## config.mk

```make
export PLATFORM = sky130hd
export DESIGN_NAME = indirect_bridge
export DESIGN_NICKNAME = d
export VERILOG_FILES = /design/src/rtl/indirect_bridge.sv
export SDC_FILE = /design/constraint.sdc
export NUM_CORES = 1
export LEC_CHECK = 0
export ABC_AREA = 1
export BUFFER_PORTS_ARGS = -buffer_cell sky130_fd_sc_hd__buf_2
export CORE_AREA = 2 2 116 118
export CTS_BUF_LIST = sky130_fd_sc_hd__clkbuf_2 sky130_fd_sc_hd__clkbuf_4 sky130_fd_sc_hd__clkbuf_8
export DETAILED_ROUTE_END_ITERATION = 10
export DIE_AREA = 0 0 118 120
export GPL_ROUTABILITY_DRIVEN = 0
export GPL_TIMING_DRIVEN = 0
export SYNTH_ARGS = -nofsm -noshare
export SYNTH_HDL_FRONTEND = slang
export SYNTH_SLANG_ARGS = --single-unit
```

## constraint.sdc

```tcl
create_clock -name clk -period 1.55 [get_ports clk]
set_clock_uncertainty 0.05 [all_clocks]
set_input_delay 0.155 -clock clk [delete_from_list [all_inputs] [get_ports clk]]
set_output_delay 0.155 -clock clk [all_outputs]
set_load 0.01 [all_outputs]
```

## src/rtl/indirect_bridge.sv

```systemverilog
module indirect_bridge #(
  parameter int AW = 32,
  parameter int DW = 32
) (
  input  logic          clk,
  input  logic          rst_n,
  input  logic          host_we,
  input  logic [3:0]    host_addr,
  input  logic [31:0]   host_wdata,
  output logic [31:0]   host_rdata,
  output logic          tgt_req,
  output logic          tgt_we,
  output logic [AW-1:0] tgt_addr,
  output logic [DW-1:0] tgt_wdata,
  input  logic          tgt_ack,
  input  logic [DW-1:0] tgt_rdata
);

  localparam logic [1:0] OFS_CMD  = 2'd0;
  localparam logic [1:0] OFS_ADDR = 2'd1;
  localparam logic [1:0] OFS_RDAT = 2'd2;
  localparam logic [1:0] OFS_WDAT = 2'd3;

  typedef enum logic [1:0] {S_IDLE, S_REQ, S_WAIT, S_DONE} st_t;

  st_t            st;
  logic [AW-1:2]  addr_q;
  logic [DW-1:0]  wdat_q;
  logic [DW-1:0]  rdat_q;
  logic [1:0]     op_q;
  logic           done_q;
  logic           drop_q;

  logic unused_lsb;
  assign unused_lsb = &{1'b0, host_addr[1:0]};

  wire sel_cmd  = host_we && host_addr[3:2] == OFS_CMD;
  wire sel_addr = host_we && host_addr[3:2] == OFS_ADDR;
  wire sel_wdat = host_we && host_addr[3:2] == OFS_WDAT;
  wire clr      = sel_cmd && host_wdata == 32'd0;
  wire go       = sel_cmd && st == S_IDLE && (host_wdata[0] ^ host_wdata[1]);
  wire inflight = st == S_REQ || st == S_WAIT;
  wire fin      = inflight && tgt_ack;

  always_ff @(posedge clk) begin
    if (!rst_n) begin
      st     <= S_IDLE;
      op_q   <= 2'b00;
      done_q <= 1'b0;
      drop_q <= 1'b0;
      rdat_q <= '0;
    end else begin
      case (st)
        S_IDLE: if (go) begin
          op_q   <= host_wdata[1:0];
          drop_q <= 1'b0;
          st     <= S_REQ;
        end
        S_REQ, S_WAIT: begin
          if (clr) drop_q <= 1'b1;
          if (fin) begin
            if (op_q[0]) rdat_q <= tgt_rdata;
            if (drop_q || clr) begin
              st   <= S_IDLE;
              op_q <= 2'b00;
            end else begin
              st     <= S_DONE;
              done_q <= 1'b1;
            end
          end else begin
            st <= S_WAIT;
          end
        end
        S_DONE: if (clr) begin
          st     <= S_IDLE;
          op_q   <= 2'b00;
          done_q <= 1'b0;
        end
        default: st <= S_IDLE;
      endcase
    end
  end

  always_ff @(posedge clk) begin
    if (!rst_n) begin
      addr_q <= '0;
      wdat_q <= '0;
    end else begin
      if (sel_addr) addr_q <= host_wdata[AW-1:2];
      if (sel_wdat) wdat_q <= host_wdata[DW-1:0];
    end
  end

  assign tgt_req   = st == S_REQ;
  assign tgt_we    = op_q[1];
  assign tgt_addr  = {addr_q, 2'b00};
  assign tgt_wdata = wdat_q;

  always_comb begin
    case (host_addr[3:2])
      OFS_CMD:  host_rdata = {29'd0, done_q, op_q};
      OFS_ADDR: host_rdata = 32'({addr_q, 2'b00});
      OFS_RDAT: host_rdata = 32'(rdat_q);
      default:  host_rdata = 32'(wdat_q);
    endcase
  end

  AST_REQ_PULSE: assert property (@(posedge clk) disable iff (!rst_n)
    tgt_req |=> !tgt_req);
  AST_REQ_CAUSE: assert property (@(posedge clk) disable iff (!rst_n)
    $rose(tgt_req) |-> $past(sel_cmd));
  AST_OP_ONEHOT: assert property (@(posedge clk) disable iff (!rst_n)
    $onehot0(op_q));
  AST_DONE_STICKY: assert property (@(posedge clk) disable iff (!rst_n)
    (done_q && !clr) |=> done_q);
  AST_DONE_CAUSE: assert property (@(posedge clk) disable iff (!rst_n)
    $rose(done_q) |-> $past(tgt_ack));
  AST_CLEAR_ZERO: assert property (@(posedge clk) disable iff (!rst_n)
    (done_q && clr) |=> (op_q == 2'b00 && !done_q));
  AST_BUSY_IGNORE: assert property (@(posedge clk) disable iff (!rst_n)
    (st != S_IDLE && sel_cmd && host_wdata != 32'd0) |=> !tgt_req);
  AST_INVALID_CMD: assert property (@(posedge clk) disable iff (!rst_n)
    (sel_cmd && host_wdata[0] == host_wdata[1]) |=> !tgt_req);
  AST_STRAY_ACK: assert property (@(posedge clk) disable iff (!rst_n)
    (st == S_IDLE && tgt_ack) |=> $stable(rdat_q));

endmodule

```

Word-level counts from Yosys, hierarchy flattened

Index checks and enable logic that the tools add are counted.
Widths: inputs -> output; s select.

Reductions and logical operators: 20
Muxes and demuxes: 17
Bitwise operators: 1
Equal/unequal tests: 12

Operator list:

| cell               | number |
|---|---|
| $pmux 32 s3        | 1 |
| $logic_not 32->1   | 1 |
| $mux 2             | 7 |
| $ne 2x2->1 const B | 6 |
| $pmux 2 s3         | 2 |
| $eq 2x2->1 const B | 4 |
| $reduce_and 4->1   | 2 |
| $logic_and 1x1->1  | 7 |
| $reduce_and 3->1   | 2 |
| $mux 1             | 5 |
| $eq 2x1->1 const B | 2 |
| $logic_not 2->1    | 2 |
| $pmux 1 s2         | 2 |
| $reduce_bool 2->1  | 2 |
| $logic_or 1x1->1   | 2 |
| $reduce_and 2->1   | 1 |
| $reduce_or 2->1    | 1 |
| $xor 1x1->1        | 1 |

Register bits after elaboration: 100
Input port bits: 72

Depth between registers and ports, before layout

Depth after elaboration: 7
Mapped depth: 12
Gate-level depth less buffers: 12

Worst setup path after synthesis

No wires, ideal clock.

Kind: flip-flop to flip-flop
Start point: register st[0]
End point: register done_q
Setup time: 115 ps
Slack: -6 ps
Clock period less this slack: 1556 ps
Arrival time: 1391 ps
Required time: 1385 ps
Buffers on the path: 0
Cell stages (with the launch flop): 9
Path through: dfxtp_1 > inv_1 > ha_1 > inv_1 > or2_2 > o21ai_0 > nor2_1 > a21oi_1 > nor2_1

Word-level cells in the longest chain between the ends: 5
Elaborated cells on any way between the ends: 12

Ends and longest elaborated chain:

| what                                            | line | source |
|---|---|---|
| start: declaration                              | 26   | `st_t st;` |
| start signal: assignment                        | 47   | `st <= S_IDLE;` |
| start signal: assignment                        | 57   | `st <= S_REQ;` |
| start signal: assignment                        | 64   | `st <= S_IDLE;` |
| $eq 2x1->1 / $eq 2x2->1 (equally long branches) | 42   | `wire inflight = st == S_REQ \|\| st == S_WAIT;` |
| $logic_or 1x1->1 *                              | 42   |  |
| net inflight                                    | 42   |  |
| $logic_and 1x1->1 *                             | 43   | `wire fin = inflight && tgt_ack;` |
| $ne 2x2->1 (no line) *                          | n/a  |  |
| $reduce_and 4->1 (no line) *                    | n/a  |  |
| end signal: assignment                          | 49   | `done_q <= 1'b0;` |
| end signal: assignment                          | 68   | `done_q <= 1'b1;` |
| end signal: assignment                          | 77   | `done_q <= 1'b0;` |
| end: declaration                                | 31   | `logic done_q;` |

The timed path passes the listed nets; every way through them passes the cells marked *.
A chain may end at the register's enable or synchronous reset.

Final worst setup path

Start point: input port host_addr[2]
End point: output port host_rdata[6]

Word-level cells in the longest chain between the ends: 2
Elaborated cells on any way between the ends: 4

Ends and longest elaborated chain:

| what                               | line | source |
|---|---|---|
| start: declaration                 | 8    | `input logic [3:0] host_addr,` |
| $eq 2x2->1 (tied with other cells) | 100  | `case (host_addr[3:2])` |
| $pmux 32 s3 *                      | 100  |  |
| end: declaration                   | 10   | `output logic [31:0] host_rdata,` |

Mark *: on every way between the ends. The rest lies on a longest branch, timed or not.

==> summary.txt <==
Status
  – Outcome: finished with violations
  – Failing checks: negative hold slack

Run
  – Max cap viols: 0

Global route
  – Overflow after GRT: 0
  – Initial antenna violation count: 0
  – First-pass GRT wire length: roughly 25000 µm
  – Pin count of the biggest net entering global routing: 15
  – Gr usage total: 22.5%
  – Vias in the first global route: about 4.6k

Floorplanning
  – Core Rows: 42
  – I/O Pins: 170
  – Chip Width: 118 µm
  – Starting Density: 33.9%
  – Placeable Area: 13000 µm²
  – Die ar.: 14200 µm²
  – Die H: 120 µm

Logic synthesis
  – Yosys reg bits: 100
  – Yosys top cell by area: dfxtp_1
  – Post-Syn Area per Cell: 7.41 µm²
  – Synth cell count leaders: dfxtp_1 (100), a21oi_1 (97), nand2_1 (88)
  – Synth area leaders: dfxtp_1 (46%), a21oi_1 (11%), o21ai_0 (7.6%)
  – Adder-cell area share of the yosys netlist: 1.14%
  – Post-synth ARST share: 0%
  – Post-synthesis simple-gate area fraction: 16.1%
  – Main flop type after synthesis: dfxtp_1
  – Post-synthesis compound-gate area fraction: 26.1%
  – Largest family of logic cells by synthesized area: compound AO/OA/AOI/OAI gates
  – Total of warnings raised by yosys: 0
  – Unique cell type count in the Yosys netlist: 26
  – Top cell type's share of synthesized area: 45.5%
  – Post-synth EDFFs: 0
  – Post-Synth XOR/XNOR Area: 0%
  – Post-synthesis mux area share: 0%
  – Mapped cell area: 4400 µm²
  – Post-Synthesis Cells: roughly 590
  – Register area share after synthesis: between 40% and 50%
  – Count leader, synth: dfxtp_1

Hold path
  – Hold Path Class: primary input to flip-flop

Setup path
  – Worst setup SP type: primary input
  – Worst Path Required: 1.34 ns
  – Crit. End Element: output pin
  – Family with the most delay on the worst path: buffers and inverters
  – Critical path class: primary input to output pin
  – Slowest stage delay, CP: 0.37 ns
  – Critical-path maximum fanout: 10
  – CP bufs+invs: 4
  – R2R Setup Slk: 0.03 ns
  – Cell Chain, Critical Path: buf_2 > inv_2 > nor2_2 > buf_2 > nand2_1 > o221ai_1 > buf_2
  – CP Data Arrival Time: approximately 1.3 ns
  – CP max-delay cell: buf_2
  – Crit path top cell by count: buf_2

Power
  – Net Sw Power: 2.00 mW
  – Reg power frac: around 48%
  – Switch share: 32.9%
  – Maximum VDD drop: 0.499 mV
  – Cell Pwr Density: approximately 1000 nW/µm²
  – Clk pwr share: 24.9%
  – Combinational Power Share: 27.5%
  – Pleak: 2.55 nW
  – Pint: 4.07 mW

CTS
  – Clock Path Buffers: 2
  – Clock sinks: 100
  – Root Buffer: clkbuf_8
  – TritonCTS buffer count: 9
  – Clock transition at path regs: about 0.090 ns
  – Clk Latency, worst-skew pair: 0.38 ns
  – TritonCTS clock tree: built
  – CTS H-tree lvls: 3

Placement
  – # placed instances: 934
  – Hpwl dp: around 12000 µm
  – PortBufs: 163

Finish
  – Final nets: 863
  – Filler Cells Inserted: 1366
  – Post-layout utilization of the core: 45.4%
  – # diodes: 0
  – Share of layout cells above drive strength 1: 30.1%
  – Area Overhead vs Synth: 34.1%
  – Final std cells w/o fill: a little under 1k

Timing
  – Min Hold Slack: -0.0114 ns
  – Tmin final: 1.52 ns
  – Slew headroom: approximately 53%
  – Final Cycle Share: 98.3%
  – Slew @ Worst Pin: 0.704 ns
  – Achievable Freq: 657 MHz
  – Pins Over Slew Limit: 0
  – RSZ-0062 raised after global routing: true
  – Hold Violations, Final: 5
  – Final setup vio count: 0

Detailed routing
  – Drt pass-1 iters: 5
  – DR vias/cell: 5.06
  – Remaining DRCs: 0
  – DR vias: between 4k and 5k
  – Routed WL per cell: 17.1 µm
  – DR iter-0 viols: 354
  – WL final: 16600 µm
  – Antenna Nets Post-Route: 0
worst register-to-register path, stage by stage (launching register included):
cell,delay [ns]
dfxtp_2,0.36
inv_2,0.05
ha_4,0.28
nand2_2,0.07
inv_4,0.11
nand2_8,0.09
clkbuf_16,0.18
o21ai_0,0.16
a21oi_1,0.05
what timing repair did:
action	CTS	global route
hold endpoints to repair	11	0
setup buffers	3	1
gates cloned	0	3
pin swaps	2	4
gates resized for setup	33	32
setup endpoints to repair	55	63
hold buffers	11	0
through the flow:
step                      cell area (µm²)  hold WS (ns)  setup TNS (ns)  setup slack [ns]  total power [mW]
after floorplan                      4420         0.270               0            0.0555              3.85
after global placement               5450         0.388          -12.45            -0.393              4.35
after detailed placement             5450         0.393          -13.42            -0.410              4.38
after CTS                            5820      0.000557               0           0.00455              5.97
after global routing                 5900       0.00614          -0.526           -0.0472              6.35
final                                5900       -0.0114               0            0.0268              6.07
registers in the layout (all words and copies together), names as in the netlist:
| name | count |
|---|---|
| addr_q | 30 |
| rdat_q | 32 |
| done_q | 1 |
| tgt_wdata | 32 |
| op_q | 2 |
| drop_q | 1 |
| st | 2 |
layer usage:
layer	vias up	GRT usage (%)	routed length, µm
met1	2312	29.0	7320
li1	2368	-	-
met5	-	0	0
met4	0	9.26	448
met3	30	4.47	1080
met2	180	37.0	7710
cells in the final DEF (no fill, tap or decap), types with 18 or more instances in the layout:
cell      netlist  layout
a21oi_1        97      97
buf_2          13     176
clkbuf_1       26      18
dfxtp_1       100      97
inv_1          79      76
nand2_1        88      87
nand3_1        34      34
nor2_1         28      28
o21ai_0        67      42
o21ai_1         1      24
o221ai_1       31      31
area by class of cell:
| type | instances | area, µm² | area share, % |
|---|---|---|---|
| plain buffers | 43 | 254 | 4.31 |
| well taps | 176 | 220 | 3.73 |
| inverters | 80 | 303 | 5.13 |
| multi-input cells | 373 | 1970 | 33.4 |
| clock buffers | 12 | 146 | 2.48 |
| flip-flops and latches | 100 | 2010 | 34.0 |
| repair buffers | 180 | 982 | 16.7 |
| clock inverters | 3 | 15.0 | 0.255 |
power by group through the flow:
stage	logic [mW]	clock network (mW)	registers [mW]
2_1_floorplan	0.901	0	2.95
3_3_place_gp	1.42	0	2.93
3_5_place_dp	1.45	0	2.94
4_1_cts	1.56	1.53	2.88
5_1_grt	1.82	1.62	2.91
6_report	1.67	1.51	2.89
logic make-up after synthesis:
logic type	after synthesis
other	1
AND/OR/NAND/NOR	164
AO/OA/AOI/OAI	202
buffers and inverters	123
adder cells (fa/ha/maj)	4
flip-flops	100
final timing paths:
kind | from | to | cells after the start
setup / recovery | host_addr[2] | host_rdata[6] | 7
hold / removal | tgt_rdata[23] | rdat_q[23] | 3
setup reg to reg | st[1] | rdat_q[1] | 8
hold reg to reg | rdat_q[11] | rdat_q[11] | 2
No activity file was read; power rests on OpenSTA's default activity.
